[config.mk]
export PLATFORM = sky130hd
export DESIGN_NAME = psr_unit
export DESIGN_NICKNAME = d
export VERILOG_FILES = /design/src/rtl/psr_pkg.sv /design/src/rtl/psr_mode_fsm.sv /design/src/rtl/psr_flags.sv /design/src/rtl/psr_sp_bank.sv /design/src/rtl/psr_irq_gate.sv /design/src/rtl/psr_unit.sv
export SDC_FILE = /design/constraint.sdc
export NUM_CORES = 1
export LEC_CHECK = 0
export ABC_AREA = 1
export BUFFER_PORTS_ARGS = -buffer_cell sky130_fd_sc_hd__buf_2
export CORE_MARGIN = 1.5
export CORE_UTILIZATION = 51
export CTS_CLUSTER_SIZE = 10
export DETAILED_ROUTE_END_ITERATION = 10
export PLACE_DENSITY = 0.92
export SLEW_MARGIN = 20
export SYNTH_ARGS = -nofsm -noshare
export SYNTH_HDL_FRONTEND = slang
export SYNTH_HIERARCHICAL = 1
export SYNTH_SLANG_ARGS = --single-unit
[constraint.sdc]
create_clock -name clk -period 1.5 [get_ports clk]
set_clock_uncertainty 0.15 [all_clocks]
set_input_delay 0.15 -clock clk [delete_from_list [all_inputs] [get_ports clk]]
set_output_delay 0.15 -clock clk [all_outputs]
set_load 0.005 [all_outputs]
[src/rtl/psr_pkg.sv]
package psr_pkg;

    localparam int SR_W     = 16;
    localparam int FLAG_W   = 5;
    localparam int MASK_W   = 3;
    localparam int BIT_TR   = 15;
    localparam int BIT_SV   = 13;
    localparam int MASK_LO  = 8;
    localparam int MASK_HI  = MASK_LO + MASK_W - 1;
    localparam logic [SR_W-1:0] SR_RESET = 16'h2700;

    typedef enum logic {
        MD_USER  = 1'b0,
        MD_SUPER = 1'b1
    } mode_e;

    function automatic logic [SR_W-1:0] pack_sr(
        input logic              tr,
        input logic              sv,
        input logic [MASK_W-1:0] msk,
        input logic [FLAG_W-1:0] flg
    );
        logic [SR_W-1:0] w;
        w                  = '0;
        w[BIT_TR]          = tr;
        w[BIT_SV]          = sv;
        w[MASK_HI:MASK_LO] = msk;
        w[FLAG_W-1:0]      = flg;
        return w;
    endfunction

endpackage

[src/rtl/psr_mode_fsm.sv]
module psr_mode_fsm
    import psr_pkg::*;
(
    input  logic              clk,
    input  logic              rst_n,
    input  logic              exc_req,
    input  logic              wr_en,
    input  logic              wr_full,
    input  logic              wr_trace,
    input  logic              wr_super,
    input  logic [MASK_W-1:0] wr_mask,
    output logic              supv,
    output logic              trace,
    output logic [MASK_W-1:0] mask,
    output logic              viol
);

    mode_e             state_q, state_d;
    logic              trace_q, trace_d;
    logic [MASK_W-1:0] mask_q,  mask_d;
    logic              viol_q,  viol_d;
    logic              full_req;

    assign full_req = wr_en && wr_full;

    // next-state and next-field logic
    always_comb begin
        state_d = state_q;
        trace_d = trace_q;
        mask_d  = mask_q;
        viol_d  = 1'b0;
        unique case (state_q)
            MD_SUPER: begin
                if (exc_req) begin
                    state_d = MD_SUPER;      // T_EXC_ENTRY
                    trace_d = 1'b0;
                end else if (full_req) begin
                    trace_d = wr_trace;
                    mask_d  = wr_mask;
                    state_d = wr_super ? MD_SUPER : MD_USER; // T_HOLD / T_DROP_PRIV
                end
            end
            MD_USER: begin
                if (exc_req) begin
                    state_d = MD_SUPER;      // T_EXC_ENTRY
                    trace_d = 1'b0;
                end else if (full_req) begin
                    viol_d  = 1'b1;          // T_PRIV_FAULT
                end
            end
        endcase
    end

    // state register
    always_ff @(posedge clk or negedge rst_n) begin
        if (!rst_n) begin
            state_q <= MD_SUPER;
            trace_q <= 1'b0;
            mask_q  <= '1;
            viol_q  <= 1'b0;
        end else begin
            state_q <= state_d;
            trace_q <= trace_d;
            mask_q  <= mask_d;
            viol_q  <= viol_d;
        end
    end

    // outputs
    always_comb begin
        supv  = (state_q == MD_SUPER);
        trace = trace_q;
        mask  = mask_q;
        viol  = viol_q;
    end

    p_user_block_r5: assert property (@(posedge clk) disable iff (!rst_n)
        (state_q == MD_USER && full_req && !exc_req)
            |=> (viol_q && state_q == MD_USER && $stable(mask_q) && $stable(trace_q)));

    p_exc_entry_r6: assert property (@(posedge clk) disable iff (!rst_n)
        exc_req |=> (state_q == MD_SUPER && !trace_q && !viol_q && $stable(mask_q)));

    p_user_hold_r4: assert property (@(posedge clk) disable iff (!rst_n)
        (state_q == MD_USER && !exc_req) |=> (state_q == MD_USER));

endmodule

[src/rtl/psr_flags.sv]
module psr_flags
    import psr_pkg::*;
(
    input  logic              clk,
    input  logic              rst_n,
    input  logic              exc_req,
    input  logic              supv,
    input  logic              wr_en,
    input  logic              wr_full,
    input  logic [FLAG_W-1:0] wr_flags,
    input  logic              alu_we,
    input  logic [FLAG_W-1:0] alu_flags,
    output logic [FLAG_W-1:0] flags
);

    logic              wr_ok;
    logic [FLAG_W-1:0] flags_q;

    assign wr_ok = wr_en && (!wr_full || supv);

    always_ff @(posedge clk or negedge rst_n) begin
        if (!rst_n) begin
            flags_q <= '0;
        end else if (exc_req) begin
            flags_q <= flags_q;
        end else if (wr_ok) begin
            flags_q <= wr_flags;
        end else if (alu_we) begin
            flags_q <= alu_flags;
        end
    end

    assign flags = flags_q;

    p_alu_load_r2: assert property (@(posedge clk) disable iff (!rst_n)
        (alu_we && !wr_en && !exc_req) |=> (flags_q == $past(alu_flags)));

    p_low_write_r3: assert property (@(posedge clk) disable iff (!rst_n)
        (wr_en && !wr_full && !exc_req) |=> (flags_q == $past(wr_flags)));

endmodule

[src/rtl/psr_sp_bank.sv]
module psr_sp_bank #(
    parameter int SP_W = 32,
    parameter logic [SP_W-1:0] SSP_INIT = '0,
    parameter logic [SP_W-1:0] USP_INIT = '0
) (
    input  logic            clk,
    input  logic            rst_n,
    input  logic            sel_super,
    input  logic            wr_en,
    input  logic [SP_W-1:0] wr_data,
    output logic [SP_W-1:0] sp_active
);

    localparam int N_BANK = 2;

    logic [SP_W-1:0] bank_q [N_BANK];

    for (genvar b = 0; b < N_BANK; b++) begin : g_bank
        localparam logic [SP_W-1:0] INIT = (b == 1) ? SSP_INIT : USP_INIT;
        always_ff @(posedge clk or negedge rst_n) begin
            if (!rst_n) begin
                bank_q[b] <= INIT;
            end else if (wr_en && (sel_super == (b == 1))) begin
                bank_q[b] <= wr_data;
            end
        end
    end

    assign sp_active = sel_super ? bank_q[1] : bank_q[0];

    p_other_kept_r8: assert property (@(posedge clk) disable iff (!rst_n)
        (wr_en && sel_super) |=> ($stable(bank_q[0]) && bank_q[1] == $past(wr_data)));

    p_other_kept_user_r8: assert property (@(posedge clk) disable iff (!rst_n)
        (wr_en && !sel_super) |=> ($stable(bank_q[1]) && bank_q[0] == $past(wr_data)));

endmodule

[src/rtl/psr_irq_gate.sv]
module psr_irq_gate #(
    parameter int LVL_W = 3
) (
    input  logic             clk,
    input  logic             rst_n,
    input  logic [LVL_W-1:0] level,
    input  logic [LVL_W-1:0] mask,
    output logic             fwd
);

    localparam logic [LVL_W-1:0] LVL_TOP = '1;

    assign fwd = (level > mask) || (level == LVL_TOP);

    p_zero_blocked_r9: assert property (@(posedge clk) disable iff (!rst_n)
        (level == '0) |-> !fwd);

    p_masked_r9: assert property (@(posedge clk) disable iff (!rst_n)
        (mask == LVL_TOP && level != LVL_TOP) |-> !fwd);

endmodule

[src/rtl/psr_unit.sv]
module psr_unit
    import psr_pkg::*;
#(
    parameter int SP_W = 32
) (
    input  logic              clk,
    input  logic              rst_n,
    input  logic              alu_flag_we,
    input  logic [FLAG_W-1:0] alu_flags,
    input  logic              sr_wr_en,
    input  logic              sr_wr_full,
    input  logic [SR_W-1:0]   sr_wr_data,
    input  logic              exc_req,
    input  logic              sp_wr_en,
    input  logic [SP_W-1:0]   sp_wr_data,
    input  logic [MASK_W-1:0] irq_level,
    output logic [SR_W-1:0]   sr_out,
    output logic [SR_W-1:0]   saved_sr,
    output logic              supv_mode,
    output logic              trace_en,
    output logic [MASK_W-1:0] int_mask,
    output logic              priv_viol,
    output logic [SP_W-1:0]   sp_out,
    output logic              irq_fwd
);

    logic              supv_w;
    logic              trace_w;
    logic [MASK_W-1:0] mask_w;
    logic [FLAG_W-1:0] flags_w;
    logic [SR_W-1:0]   saved_q;

    psr_mode_fsm u_mode (
        .clk      (clk),
        .rst_n    (rst_n),
        .exc_req  (exc_req),
        .wr_en    (sr_wr_en),
        .wr_full  (sr_wr_full),
        .wr_trace (sr_wr_data[BIT_TR]),
        .wr_super (sr_wr_data[BIT_SV]),
        .wr_mask  (sr_wr_data[MASK_HI:MASK_LO]),
        .supv     (supv_w),
        .trace    (trace_w),
        .mask     (mask_w),
        .viol     (priv_viol)
    );

    psr_flags u_flags (
        .clk       (clk),
        .rst_n     (rst_n),
        .exc_req   (exc_req),
        .supv      (supv_w),
        .wr_en     (sr_wr_en),
        .wr_full   (sr_wr_full),
        .wr_flags  (sr_wr_data[FLAG_W-1:0]),
        .alu_we    (alu_flag_we),
        .alu_flags (alu_flags),
        .flags     (flags_w)
    );

    psr_sp_bank #(.SP_W(SP_W)) u_sp (
        .clk       (clk),
        .rst_n     (rst_n),
        .sel_super (supv_w),
        .wr_en     (sp_wr_en),
        .wr_data   (sp_wr_data),
        .sp_active (sp_out)
    );

    psr_irq_gate #(.LVL_W(MASK_W)) u_irq (
        .clk   (clk),
        .rst_n (rst_n),
        .level (irq_level),
        .mask  (mask_w),
        .fwd   (irq_fwd)
    );

    assign sr_out    = pack_sr(trace_w, supv_w, mask_w, flags_w);
    assign supv_mode = supv_w;
    assign trace_en  = trace_w;
    assign int_mask  = mask_w;

    always_ff @(posedge clk or negedge rst_n) begin
        if (!rst_n) begin
            saved_q <= '0;
        end else if (exc_req) begin
            saved_q <= sr_out;
        end
    end

    assign saved_sr = saved_q;

    p_exc_saves_r6: assert property (@(posedge clk) disable iff (!rst_n)
        exc_req |=> (saved_sr == $past(sr_out)));

    p_viol_no_change_r5: assert property (@(posedge clk) disable iff (!rst_n)
        priv_viol |-> (sr_out == $past(sr_out)));

endmodule

## Word level (Yosys, flattened, before mapping)

Cells that the tools add are included.

- Word-level logic and storage cells: 40
- Memories kept: 0
- Latch bits: 0
- Input port bits: 63
- Output and inout bits: 71
- Memory bits (read-only): 0
- RAM bits: 0
- Register bits after elaboration: 85

- Muxes and demuxes: 15
- Reduce and logical (&&, ||, !) cells: 11
- Equal/unequal tests: 3
- Divide/modulo/power cells: 0
- Multipliers: 0
- $add $sub $neg: 0
- Shifts and indexed selects: 0
- $lt $le $gt $ge: 1
- Bitwise operators: 2

Operators with widths:

| cell | count |
|---|---|
| $mux W32 | 1 |
| $mux W1 | 10 |
| $mux W5 | 2 |
| $logic_and A1 B1 Y1 | 4 |
| $pmux W1 S2 | 2 |
| $reduce_and A2 Y1 | 2 |
| $eq A3 B3 Y1 const B | 1 |
| $gt A3 B3 Y1 | 1 |
| $ne A3 B3 Y1 const B | 1 |
| $reduce_and A3 Y1 | 1 |
| $logic_or A1 B1 Y1 | 2 |
| $ne A2 B2 Y1 const B | 1 |
| $not A1 Y1 | 2 |
| $reduce_bool A2 Y1 | 1 |
| $logic_not A1 Y1 | 1 |

## Longest topological paths before layout

- Depth after elaboration: 5
- Gate-level depth with buffers: 7
- Mapped depth without buffers: 7

## Hierarchy

The synthesis kept the hierarchy.

By module, submodules not included:

| module | times used | seq. area each (µm²) | cells an instance | area an instance (µm²) |
|---|---|---|---|---|
| psr_sp_bank | 1 | 1,601.5 | 382 | 2,957.8 |
| psr_unit | 1 | 250.2 | 60 | 509.2 |
| psr_flags | 1 | 125.1 | 43 | 299.0 |
| psr_mode_fsm | 1 | 155.1 | 29 | 260.2 |
| psr_irq_gate | 1 | 0.0 | 14 | 83.8 |

## Worst setup path after synthesis

No wires, ideal clock.

- Path kind: reg-to-output
- Start: register u_mode.mask_q[2], in the netlist u_mode/mask[2]
- End: output irq_fwd
- Buffers on the path: 0
- Path slack: 0.036 ns
- Stages on the path, launching flop included: 7
- Required time: 1.200 ns
- Data arrival time: 1.164 ns
- Path through: dfstp_2 > inv_1 > ha_1 > a21oi_1 > nand2_1 > nand2_1 > nand2_1

- Word-level cells in the longest chain between the ends: 2

RTL lines:

| what | RTL line | text |
|---|---|---|
| start, declared | psr_mode_fsm.sv:20 | `logic [MASK_W-1:0] mask_q, mask_d;` |
| start signal, assigned | psr_mode_fsm.sv:64 | `mask_q <= mask_d;` |
| $gt A3 B3 Y1 | psr_irq_gate.sv:13 | `assign fwd = (level > mask) \|\| (level == LVL_TOP);` |
| $logic_or A1 B1 Y1 | psr_irq_gate.sv:13 |  |
| end, declared | psr_unit.sv:24 | `output logic irq_fwd` |

No other way between the ends.

## Worst setup path in the final report

- Start: register u_mode.state_q, in the netlist u_mode/supv
- End: output sp_out[2]

- Word-level cells in the longest chain between the ends: 1

RTL lines:

| what | RTL line | text |
|---|---|---|
| start, declared | psr_mode_fsm.sv:18 | `mode_e state_q, state_d;` |
| start signal, assigned | psr_mode_fsm.sv:62 | `state_q <= state_d;` |
| $mux W32 | psr_sp_bank.sv:29 | `assign sp_active = sel_super ? bank_q[1] : bank_q[0];` |
| end, declared | psr_unit.sv:23 | `output logic [SP_W-1:0] sp_out,` |

No other way between the ends.

==> run metrics <==
setup TNS after final layout=-18.25 ns; endpoint of the worst setup timing path=sp_out[2]; clock root buffer master=clkbuf_8; final critical path time including I/O delays and setup=1.90 ns; via count of the first global-routing pass=4156; remaining antenna violation count=0; final weighted congestion in routability-driven placement=0.777; post-synthesis sequential area ratio=51.9%; dominant cells by area after synthesis=dfrtp_1, nand2_1, nand3_1; multi-input combinational cell area=0.00211 mm^2; Max Buffers Root-to-Sink=2; Worst Reg2Reg Path Length in Cells=11; total via count after detailed routing=4531; initial standard-cell utilization of the core=52.9%; maximum VDD drop=0.578 mV; layout cells sized above 1=41.1%; highest cell delay on the worst timing path=0.57 ns; endpoint class of the critical path=output port; netlist area before placement=0.00411 mm^2; area share of the largest cell type after synthesis=49.3%; path type of the worst setup path=flop to output port; Net count, final=786; full die area=0.00861 mm^2; final hold vios=0; number of distinct library cell variants in the gate-level netlist after synthesis=19; CP required=1.20 ns; GRT overflow=0; reg2reg setup slack=-0.36 ns; number of maximum-capacitance constraint violations=0; fin crit share=127%; max-slew violation count=0; Critical Path Start Type=flop; number of fillers in the final layout=422; library cell with the largest summed area after synthesis=dfrtp_1; worst setup path startpoint=u_mode/supv; Area growth, synth to finish=58.3%; IO Count=134; FF/Latch Area=0.00213 mm^2; n_diodes=0; DP Area=0.00475 mm^2; result of the run=finished with violations; post-detailed-route via-to-cell ratio=5.48; violations in the final reports=negative setup slack; total of flip-flops plus latches after synthesis=85; routed wirelength normalized by instance count=17.8 um; Final Worst Setup Slack=-0.398 ns; number of antenna violations at the first check in global routing=0; Yosys warning count=6; clock latency on the worst-skew pair=0.35 ns; global-route wire length before repair=19200 um; highest fanout seen on the critical path=6; # rows=32; unrepaired setup endpoints after global routing=yes; Pwr Density=1000 mW/mm^2; die boundary height=92.8 um; WHS=0.0326 ns; number of input and output port buffers inserted=115; final non-filler cell area=0.00651 mm^2; Arr. time, crit path=1.60 ns; remaining design rule violation count=0; endpoints failing setup=111; Inserted Clock Buffers=9; GR Util All Layers=28.5%; clock tree from TritonCTS=yes; router iterations before antenna repair=6; slowest library cell on the worst path=dfstp_2; critical register-to-register path startpoint=u_mode/supv; Reg-to-Reg End=u_mode/mask[0]; H-tree depth=3; critical-path cell list=buf_12 -> clkinv_16 -> buf_8 -> buf_6 -> nand2_2 -> nand2_1 -> buf_2; Syn Inst Count=528; HPWL after detailed placement=6600 um; Detailed Route WL=14700 um; path class of the lowest-slack min-delay path=primary input to flop; average cell area after synthesis=7.78 um^2; Highest Clock Rate=527 MHz; overall die width=92.8 um; count of clock tree sinks=85; leakage power figure=3.62 nW; area of the placeable core=0.00777 mm^2; Iter 0 DRT Violations=393; clock-pin slew reported for the worst setup and hold paths after clock tree synthesis=0.09 ns; maximum number of pins on one net before global-route repair=45
-- critical path, delay by kind of cell (launching register included) --
kind / cells / cell delay [ns]
flops: 1 / 0.57
buf+inv: 5 / 0.58
simple gates: 2 / 0.09
-- area by class of cell --
cell class              instances  area share [%]
well taps                     102            1.96
inverters                      13            1.23
flip-flops and latches         85            32.8
repair buffers                215            28.6
clock buffers                   9            1.90
multi-input cells             396            32.4
clock inverters                 7            1.15
-- sequential cells by signal, summed over array words and instances, names as in the netlist --
register       cells
u_mode/mask        3
u_mode/viol        1
u_mode/trace       1
saved_sr          10
u_mode/supv        1
u_sp/bank_q       64
u_flags/flags      5
-- metrics by stage --
stage          instances  worst slack (ns)  util [%]  power, mW
3_3_place_gp         732           -0.0560      61.2       4.08
6_report             827            -0.398      83.8       6.50
3_5_place_dp         732           -0.0805      61.2       4.16
2_1_floorplan        539            0.0357         -       3.63
4_1_cts              811            -0.368      73.6       5.98
5_1_grt              827            -0.486      83.8       6.80
-- worst min path at each step --
stage,start,endpoint,depth (start not counted)
after global routing,sp_wr_en,u_sp/bank_q[33],3
final,sp_wr_en,u_sp/bank_q[33],3
after CTS,sr_wr_en,u_mode/viol,3
after global placement,rst_n,u_sp/bank_q[51],1
after detailed placement,rst_n,u_sp/bank_q[51],1
after floorplan,rst_n,saved_sr[0],0
-- cell usage in the layout (no fill, tap or decap), drive strengths merged, types with 4 or more instances in the layout --
cell         instances
buf                160
clkbuf              15
conb                12
dfrtp               81
dfstp                4
dlygate4sd3         49
inv                 13
nand2              298
nand3               76
-- synth_stat cells, drive strengths merged --
library cell / instances
a21oi: 2
buf: 45
conb: 1
dfrtp: 81
dfstp: 4
ha: 3
inv: 13
nand2: 298
nand3: 76
nor2: 2
nor3: 1
o21ai: 2
-- report_power, final --
part / internal, mW / switching, mW / total, mW
Sequential: 2.69 / 0.360 / 3.05
Clock: 0.774 / 0.875 / 1.65
Combinational: 0.869 / 0.935 / 1.80
-- cell families (layout without fill, tap and decap cells) --
logic type,Yosys count,count (layout),synth area share (%)
simple gates,377,377,37.3
fa+ha+maj,3,3,0.913
flops,85,85,51.9
buf+inv,58,244,9.04
compound gates,4,4,0.761
other cells,1,12,0.0912
-- routing by layer --
layer / track usage [%] / vias up / wire length (um)
li1: - / 2007 / -
met1: 33.9 / 2135 / 5250
met2: 50.4 / 328 / 7610
met3: 6.16 / 61 / 1240
met4: 10.2 / 0 / 604
met5: 0 / - / 0
-- repair_timing --
| action | CTS | global route |
|---|---|---|
| buffers inserted | 11 | 13 |
| endpoints found under the setup margin | 35 | 76 |
| gates resized for setup | 34 | 159 |
| hold buffers | 49 | 0 |
| cloned | 3 | 7 |
| pin swaps | 7 | 40 |
| hold endpoints to repair | 160 | 0 |
No activity file was read; power rests on OpenSTA's default activity.
